**config.mk**
```make
export PLATFORM = sky130hd
export DESIGN_NAME = pt_walker
export DESIGN_NICKNAME = d
export VERILOG_FILES = /design/src/rtl/pt_walker_pkg.sv /design/src/rtl/pw_reloc.sv /design/src/rtl/pw_perm.sv /design/src/rtl/pw_fault_regs.sv /design/src/rtl/pt_walker.sv
export SDC_FILE = /design/constraint.sdc
export NUM_CORES = 1
export LEC_CHECK = 0
export BUFFER_PORTS_ARGS = -buffer_cell sky130_fd_sc_hd__buf_4
export CAP_MARGIN = 20
export CORE_ASPECT_RATIO = 0.6
export CORE_MARGIN = 5
export CORE_UTILIZATION = 30
export CTS_BUF_LIST = sky130_fd_sc_hd__clkbuf_8
export DETAILED_ROUTE_END_ITERATION = 8
export PLACE_DENSITY_LB_ADDON = 0.08
export SETUP_SLACK_MARGIN = 0.5
export SLEW_MARGIN = 20
export SYNTH_ARGS = -nofsm -noshare
export SYNTH_HDL_FRONTEND = slang
export SYNTH_SLANG_ARGS = --single-unit
```
**constraint.sdc**
```tcl
create_clock -name clk -period 3.55 [get_ports clk]
set_clock_uncertainty 0.2 [all_clocks]
set_input_delay 0.355 -clock clk [delete_from_list [all_inputs] [get_ports clk]]
set_output_delay 0.355 -clock clk [all_outputs]
set_load 0.1 [all_outputs]
```
**src/rtl/pt_walker_pkg.sv**
```systemverilog
package pt_walker_pkg;

    localparam int AW    = 32;
    localparam int CODE_W = 4;
    localparam int DOM_W  = 4;
    localparam int FSR_W  = CODE_W + DOM_W;

    localparam int CTRL_EN  = 0;
    localparam int CTRL_SYS = 8;
    localparam int CTRL_ROM = 9;

    typedef enum logic [2:0] {
        ST_IDLE,
        ST_L1,
        ST_L2,
        ST_CHECK,
        ST_DONE
    } walk_st_e;

    typedef enum logic [1:0] {
        ACC_READ  = 2'd0,
        ACC_WRITE = 2'd1,
        ACC_FETCH = 2'd2
    } acc_e;

    typedef enum logic [1:0] {
        L1_NONE    = 2'd0,
        L1_COARSE  = 2'd1,
        L1_SECTION = 2'd2,
        L1_FINE    = 2'd3
    } l1_type_e;

    typedef enum logic [1:0] {
        L2_NONE  = 2'd0,
        L2_LARGE = 2'd1,
        L2_SMALL = 2'd2,
        L2_TINY  = 2'd3
    } l2_type_e;

    localparam logic [CODE_W-1:0] FC_SECT_XLAT = 4'd5;
    localparam logic [CODE_W-1:0] FC_PAGE_XLAT = 4'd7;
    localparam logic [CODE_W-1:0] FC_SECT_DOM  = 4'd9;
    localparam logic [CODE_W-1:0] FC_PAGE_DOM  = 4'd11;
    localparam logic [CODE_W-1:0] FC_SECT_PERM = 4'd13;
    localparam logic [CODE_W-1:0] FC_PAGE_PERM = 4'd15;

    typedef struct packed {
        logic              fault;
        logic [CODE_W-1:0] code;
        logic [DOM_W-1:0]  dom;
        logic [AW-1:0]     pa;
        logic              rd;
        logic              wr;
    } walk_res_t;

    function automatic logic [AW-1:0] l1_desc_addr(logic [AW-1:0] tbase, logic [AW-1:0] va);
        return {tbase[31:14], va[31:20], 2'b00};
    endfunction

    function automatic logic [AW-1:0] l2_desc_addr(logic [21:0] tbl, logic [AW-1:0] va);
        return {tbl, va[19:12], 2'b00};
    endfunction

    function automatic logic [1:0] dom_field(logic [AW-1:0] dac, logic [DOM_W-1:0] dom);
        logic [AW-1:0] sh;
        sh = dac >> {dom, 1'b0};
        return sh[1:0];
    endfunction

    function automatic logic [1:0] sub_ap(logic [AW-1:0] d, logic [1:0] sel);
        logic [1:0] r;
        case (sel)
            2'd0:    r = d[5:4];
            2'd1:    r = d[7:6];
            2'd2:    r = d[9:8];
            default: r = d[11:10];
        endcase
        return r;
    endfunction

endpackage

```
**src/rtl/pw_reloc.sv**
```systemverilog
module pw_reloc
    import pt_walker_pkg::*;
#(
    parameter logic [AW-1:0] RELOC_LIMIT = 32'h0200_0000
) (
    input  logic [AW-1:0] va_in,
    input  logic [AW-1:0] pid,
    output logic [AW-1:0] va_out
);
    always_comb begin
        if (va_in < RELOC_LIMIT) va_out = va_in + pid;
        else                     va_out = va_in;
    end
endmodule

```
**src/rtl/pw_perm.sv**
```systemverilog
module pw_perm (
    input  logic [1:0] ap,
    input  logic       mgr,
    input  logic       is_wr,
    input  logic       priv,
    input  logic       sys_bit,
    input  logic       rom_bit,
    output logic       rd,
    output logic       wr
);
    always_comb begin
        rd = 1'b0;
        wr = 1'b0;
        if (mgr) begin
            rd = 1'b1;
            wr = 1'b1;
        end else begin
            case (ap)
                2'd0: begin
                    if (!is_wr) begin
                        if (sys_bit && !rom_bit)      rd = priv;
                        else if (rom_bit && !sys_bit) rd = 1'b1;
                    end
                end
                2'd1: begin
                    rd = priv;
                    wr = priv;
                end
                2'd2: begin
                    rd = priv | !is_wr;
                    wr = priv;
                end
                default: begin
                    rd = 1'b1;
                    wr = 1'b1;
                end
            endcase
        end
    end
endmodule

```
**src/rtl/pw_fault_regs.sv**
```systemverilog
module pw_fault_regs
    import pt_walker_pkg::*;
(
    input  logic             clk,
    input  logic             rst,
    input  logic             wr_en,
    input  logic             is_fetch,
    input  logic [FSR_W-1:0] status,
    input  logic [AW-1:0]    addr,
    output logic [FSR_W-1:0] fsr_d,
    output logic [AW-1:0]    far_d,
    output logic [FSR_W-1:0] fsr_i,
    output logic [AW-1:0]    far_i
);
    always_ff @(posedge clk) begin
        if (rst) begin
            fsr_d <= '0;
            far_d <= '0;
            fsr_i <= '0;
            far_i <= '0;
        end else if (wr_en) begin
            if (is_fetch) begin
                fsr_i <= status;
                far_i <= addr;
            end else begin
                fsr_d <= status;
                far_d <= addr;
            end
        end
    end
endmodule

```
**src/rtl/pt_walker.sv**
```systemverilog
module pt_walker
    import pt_walker_pkg::*;
#(
    parameter logic [31:0] RELOC_LIMIT = 32'h0200_0000
) (
    input  logic        clk,
    input  logic        rst,
    input  logic        req_valid,
    input  logic [31:0] req_va,
    input  logic [1:0]  req_kind,
    input  logic        req_priv,
    input  logic [31:0] cfg_ctrl,
    input  logic [31:0] cfg_tbase,
    input  logic [31:0] cfg_dac,
    input  logic [31:0] cfg_pid,
    output logic        mem_req,
    output logic [31:0] mem_addr,
    input  logic        mem_rsp_valid,
    input  logic [31:0] mem_rsp_data,
    output logic        done,
    output logic        fault,
    output logic [31:0] pa,
    output logic        prot_rd,
    output logic        prot_wr,
    output logic [7:0]  fsr_data,
    output logic [31:0] far_data,
    output logic [7:0]  fsr_inst,
    output logic [31:0] far_inst
);
    walk_st_e         st_q, st_d;
    walk_res_t        res_q, fin;
    logic             fin_go;
    logic [AW-1:0]    reloc_va, va_q, ova_q, pa_q, l2_pa;
    acc_e             kind_q;
    logic             priv_q, mgr_q, fine_q, page_q;
    logic [DOM_W-1:0] dom_q, l1_dom;
    logic [1:0]       ap_q, l2_ap, l1_dacc;
    logic [21:0]      tbl_q;
    l1_type_e         l1_type;
    l2_type_e         l2_type;
    logic             p_rd, p_wr;
    logic             unused_bits;

    assign unused_bits = ^{cfg_ctrl[31:10], cfg_ctrl[7:1], cfg_tbase[13:0], mem_rsp_data[3:2]};

    pw_reloc #(.RELOC_LIMIT(RELOC_LIMIT)) u_reloc (
        .va_in  (req_va),
        .pid    (cfg_pid),
        .va_out (reloc_va)
    );

    pw_perm u_perm (
        .ap      (ap_q),
        .mgr     (mgr_q),
        .is_wr   (kind_q == ACC_WRITE),
        .priv    (priv_q),
        .sys_bit (cfg_ctrl[CTRL_SYS]),
        .rom_bit (cfg_ctrl[CTRL_ROM]),
        .rd      (p_rd),
        .wr      (p_wr)
    );

    assign l1_type = l1_type_e'(mem_rsp_data[1:0]);
    assign l2_type = l2_type_e'(mem_rsp_data[1:0]);
    assign l1_dom  = mem_rsp_data[8:5];
    assign l1_dacc = dom_field(cfg_dac, l1_dom);

    always_comb begin
        case (l2_type)
            L2_LARGE: begin
                l2_pa = {mem_rsp_data[31:16], va_q[15:0]};
                l2_ap = sub_ap(mem_rsp_data, va_q[11:10]);
            end
            L2_SMALL: begin
                l2_pa = {mem_rsp_data[31:12], va_q[11:0]};
                l2_ap = sub_ap(mem_rsp_data, va_q[11:10]);
            end
            default: begin
                l2_pa = {mem_rsp_data[31:10], va_q[9:0]};
                l2_ap = mem_rsp_data[5:4];
            end
        endcase
    end

    always_comb begin
        st_d   = st_q;
        fin_go = 1'b0;
        fin    = '0;
        case (st_q)
            ST_IDLE: begin
                if (req_valid) begin
                    if (!cfg_ctrl[CTRL_EN]) begin
                        fin_go = 1'b1;
                        fin.pa = reloc_va;
                        fin.rd = 1'b1;
                        fin.wr = 1'b1;
                        st_d   = ST_DONE;
                    end else begin
                        st_d = ST_L1;
                    end
                end
            end
            ST_L1: begin
                if (mem_rsp_valid) begin
                    if (l1_type == L1_NONE) begin
                        fin_go    = 1'b1;
                        fin.fault = 1'b1;
                        fin.code  = FC_SECT_XLAT;
                        fin.dom   = l1_dom;
                        st_d      = ST_DONE;
                    end else if (!l1_dacc[0]) begin
                        fin_go    = 1'b1;
                        fin.fault = 1'b1;
                        fin.code  = (l1_type == L1_SECTION) ? FC_SECT_DOM : FC_PAGE_DOM;
                        fin.dom   = l1_dom;
                        st_d      = ST_DONE;
                    end else if (l1_type == L1_SECTION) begin
                        st_d = ST_CHECK;
                    end else begin
                        st_d = ST_L2;
                    end
                end
            end
            ST_L2: begin
                if (mem_rsp_valid) begin
                    if (l2_type == L2_NONE || (l2_type == L2_TINY && !fine_q)) begin
                        fin_go    = 1'b1;
                        fin.fault = 1'b1;
                        fin.code  = FC_PAGE_XLAT;
                        fin.dom   = dom_q;
                        st_d      = ST_DONE;
                    end else begin
                        st_d = ST_CHECK;
                    end
                end
            end
            ST_CHECK: begin
                fin_go = 1'b1;
                st_d   = ST_DONE;
                if (p_rd || p_wr) begin
                    fin.pa = pa_q;
                    fin.rd = p_rd;
                    fin.wr = p_wr;
                end else begin
                    fin.fault = 1'b1;
                    fin.code  = page_q ? FC_PAGE_PERM : FC_SECT_PERM;
                    fin.dom   = dom_q;
                end
            end
            default: st_d = ST_IDLE;
        endcase
    end

    always_ff @(posedge clk) begin
        if (rst) begin
            st_q   <= ST_IDLE;
            res_q  <= '0;
            va_q   <= '0;
            ova_q  <= '0;
            kind_q <= ACC_READ;
            priv_q <= 1'b0;
            dom_q  <= '0;
            mgr_q  <= 1'b0;
            fine_q <= 1'b0;
            page_q <= 1'b0;
            tbl_q  <= '0;
            pa_q   <= '0;
            ap_q   <= '0;
        end else begin
            st_q <= st_d;
            if (fin_go) res_q <= fin;
            case (st_q)
                ST_IDLE: begin
                    if (req_valid) begin
                        va_q   <= reloc_va;
                        ova_q  <= req_va;
                        kind_q <= acc_e'(req_kind);
                        priv_q <= req_priv;
                    end
                end
                ST_L1: begin
                    if (mem_rsp_valid) begin
                        dom_q  <= l1_dom;
                        mgr_q  <= (l1_dacc == 2'b11);
                        tbl_q  <= mem_rsp_data[31:10];
                        fine_q <= (l1_type == L1_FINE);
                        page_q <= (l1_type != L1_SECTION);
                        pa_q   <= {mem_rsp_data[31:20], va_q[19:0]};
                        ap_q   <= mem_rsp_data[11:10];
                    end
                end
                ST_L2: begin
                    if (mem_rsp_valid) begin
                        pa_q <= l2_pa;
                        ap_q <= l2_ap;
                    end
                end
                default: ;
            endcase
        end
    end

    assign mem_req  = (st_q == ST_L1) || (st_q == ST_L2);
    assign mem_addr = (st_q == ST_L1) ? l1_desc_addr(cfg_tbase, va_q) : l2_desc_addr(tbl_q, va_q);
    assign done     = (st_q == ST_DONE);
    assign fault    = res_q.fault;
    assign pa       = res_q.pa;
    assign prot_rd  = res_q.rd;
    assign prot_wr  = res_q.wr;

    pw_fault_regs u_fregs (
        .clk      (clk),
        .rst      (rst),
        .wr_en    (fin_go && fin.fault),
        .is_fetch (kind_q == ACC_FETCH),
        .status   ({fin.dom, fin.code}),
        .addr     (ova_q),
        .fsr_d    (fsr_data),
        .far_d    (far_data),
        .fsr_i    (fsr_inst),
        .far_i    (far_inst)
    );
endmodule

```
==> results.yml <==
finish:
  final_area_sq_um: 16600
  drive_gt1_share_pct: 22.9
  nets: 2102
  diodes: 0
  multi_input_area_sq_um: 6810
  area_growth_pct: 35.1
  fillerInstances: 4135
  final-seq-area_sq_um: 4970
sta:
  setup_ws_ps: 604
  rsz0062_at_grt: "true"
  worst_hold_slack_ps: 40.3
  worst_pin_slew_ps: 943
  fin_crit_ps: 2950
  max_freq_ghz: 0.339
  slew_violations: 0
  hold_viol: 0
  slew_headroom_pct: 37.1
  fin_tns_setup_ps: 0
  setup_viol: 0
  post-route-period-util_pct: 83.0
routing:
  first_pass_iters: 5
  ant_nets: 0
  dr_total_vias: 12150
  drc: 0
  viasPerCell: 5.02
  wirelength_microns: 46100
  drtIter0Drc: 863
  post_drt_wl_per_cell_microns: 19.0
logic_synthesis:
  syn_area_sq_um: 12300
  ys_seq_elements: 248
  avgSynthCellArea_sq_um: 8.01
  syn_inst: 1534
  async_reset_ff_share_pct: 0
  synth-edff-count: 0
  synthDistinctLibCells: 72
  yosys_warnings: 0
  synth.yosys.seq_area_share_pct: 40.4
  ys.flop_type: "dfxtp_1"
placed_design:
  place_hpwl_microns: 33400
  dp_slack_ps: 130
  post_dp_cell_area_sq_um: 15100
  place.gp.congestion: 0.870
  portBuffers: 300
clock_network:
  post_cts_buffers: 0
  clkLatencyLatePin_ps: 580
  h-tree-depth: 2
  cts_buffer_depth: 3
  numCtsBuffers: 41
  clk_pin_slew_ps: 70
  cts_root_buffer: "clkbuf_8"
  tritoncts: "yes"
  cts.sinks: 248
power_and_ir_drop:
  irDropWorstVdd_mv: 0.233
  p_sw_share_pct: 34.0
  p_clk_share_pct: 35.6
  p_int_w: 0.00495
  pwr-share-comb_pct: 24.3
  p_leak_nw: 7.32
  power_density_nw_per_um2: 451
  p_switching_w: 0.00254
  p_seq_share_pct: 40.1
setup_path:
  slowest_delay_ps: 540
  cp-start-kind: "primary input"
  crit_arrival_ps: 3250
  path_class: "primary input to flop"
  reg2reg_depth: 8
  critPathCaptureType: "flop"
  r2r_slack_ps: 850
  crit_chain: "dlygate4sd3_1 -> buf_4 -> ha_1 -> and4_1 -> and4_1 -> nor3b_1 -> a21oi_2 -> or2_2 -> a211o_1 -> a31oi_1"
  cp.required_ps: 3860
  cp_slowest_cell: "dlygate4sd3_1"
  worstPathMaxFanout: 10
  crit_path_frequent_cell: "and4_1"
global_route:
  gr-total-overflow: 0
  grt_start_max_net_pins: 77
  grt_pass1_vias: 11896
  antenna_found_initial: 2
  grt_pass1_wl_microns: 71000
  grt_util_all_layers_pct: 19.6
worst_hold_path:
  hold_class: "primary input to flop"
  whs_path_depth: 4
flow_run:
  drv_cap: 0
floorplan:
  core.rowCount: 57
  io_pins: 348
  initial_core_util_pct: 30.4
  coreArea_sq_um: 40400
  dieWidth_microns: 271
  die-area_sq_um: 45200
  dieHeight_microns: 167
run_status:
  outcome: "completed"
cells by family after synthesis:
logic type	synth area share (%)
xor gates and xnor gates	1.43
adders and majority gates	4.13
other	0.0305
and+or+nand+nor	20.8
muxes	8.64
buffers and inverters	4.85
AOI/OAI and AO/OA	19.7
DFF	40.4
flip-flops by register name, indices dropped and copies added (netlist names), 2 cells and up:
| register | count |
|---|---|
| tbl_q | 22 |
| u_fregs.far_d | 32 |
| u_fregs.fsr_d | 8 |
| st_q | 3 |
| ap_q | 2 |
| u_fregs.fsr_i | 8 |
| pa_q | 32 |
| u_fregs.far_i | 32 |
| dom_q | 4 |
| pa | 32 |
| kind_q | 2 |
| va_q | 32 |
| ova_q | 32 |
worst max-delay path: cells and delay by family:
family,cells,cell delay (ps)
AO/OA/AOI/OAI,3,570
adder cells (fa/ha/maj),1,480
buffers and inverters,2,690
AND/OR/NAND/NOR,4,1170
layout make-up:
class	count	share of cell area, %
Tap cell	531	4.00
Clock inverter	19	0.874
Timing Repair Buffer	403	19.5
Clock buffer	51	4.23
Multi-Input combinational cell	1147	41.0
Sequential cell	248	29.9
Inverter	22	0.497
layer usage:
metal | up-vias | GRT usage, % | wire (microns)
li1 | 6009 | - | -
met1 | 5775 | 29.1 | 23000
met2 | 314 | 30.2 | 19800
met3 | 50 | 3.70 | 2660
met4 | 2 | 3.03 | 579
met5 | - | 0 | 19
placed cells by master, fill, tap and decap left out, types with 5 or more instances in the layout:
cell type / synthesis / final
nand2b_1: 7 / 7
nor2_1: 142 / 139
inv_1: 21 / 34
nand3_1: 14 / 13
dlygate4sd3_1: 0 / 65
a22oi_1: 18 / 18
a221oi_1: 12 / 12
dfxtp_1: 248 / 247
buf_4: 3 / 333
o31ai_1: 5 / 5
o211ai_1: 6 / 6
a311oi_1: 6 / 6
nor2b_1: 18 / 17
o22ai_1: 5 / 5
o21a_1: 10 / 10
and2_1: 6 / 6
a211oi_1: 32 / 31
a21oi_1: 165 / 163
nand2_1: 356 / 356
xor2_1: 6 / 6
clkbuf_8: 0 / 52
a31oi_1: 10 / 8
xnor2_1: 14 / 14
ha_1: 39 / 39
nand4_1: 18 / 18
a21o_1: 15 / 15
nor3_1: 25 / 24
mux4_2: 7 / 7
a222oi_1: 8 / 8
a211o_1: 5 / 5
mux2i_1: 75 / 75
o21ai_0: 51 / 49
metrics by stage:
| step | power (W) | instances | utilization, % |
|---|---|---|---|
| 2_1_floorplan | 0.00425 | 1535 | - |
| 3_3_place_gp | 0.00481 | 2286 | 37.2 |
| 3_5_place_dp | 0.00482 | 2286 | 37.2 |
| 4_1_cts | 0.00758 | 2421 | 40.9 |
| 5_1_grt | 0.00787 | 2421 | 41.1 |
| 6_report | 0.00749 | 2421 | 41.1 |
cell usage after synthesis, drive strengths merged (5+ instances only):
master  number  area share [%]
o22ai        5            0.25
xor2         6            0.43
o21a        10            0.61
inv         22            0.67
o21ai       56             2.3
nor2       142             4.3
nand3       14            0.57
a311oi       6            0.43
nand2      356              11
a21o        15            0.92
a211o        5            0.36
ha          39             4.0
dfxtp      248              40
xnor2       14             1.0
and2         7            0.38
nand4       18            0.92
nand2b       8            0.43
a211oi      32             2.0
mux4        11             2.1
a22oi       18             1.1
a21oi      165             6.7
a221oi      12            0.86
nor3        25             1.0
o31ai        5            0.31
clkbuf      91             2.8
a31oi       10            0.51
buf         27             1.4
mux2i       76             6.2
and3         5            0.25
o211ai       6            0.37
a222oi       8            0.65
nor2b       18            0.92
repair_timing:
item / CTS / global route
endpoints found under the hold margin: 114 / 0
pin swaps: 0 / 0
endpoints found under the setup margin: 2 / 29
gates resized for setup: 1 / 14
hold buffers: 65 / 0
path summary, 6_finish.rpt:
kind	from	endpoint
setup / recovery	req_va[17]	pa[30]
hold / removal	cfg_ctrl[0]	pa[6]
setup reg to reg	st_q[1]	pa_q[4]
hold reg to reg	va_q[1]	pa_q[1]
power groups by stage:
stage	sequential [W]	clock, W	combinational (W)
3_3_place_gp	0.00306	0	0.00174
6_report	0.00301	0.00266	0.00182
4_1_cts	0.00301	0.00276	0.00181
2_1_floorplan	0.00327	0	0.000979
5_1_grt	0.00302	0.00289	0.00196
3_5_place_dp	0.00307	0	0.00175
Power figures use the tool's default switching activity.
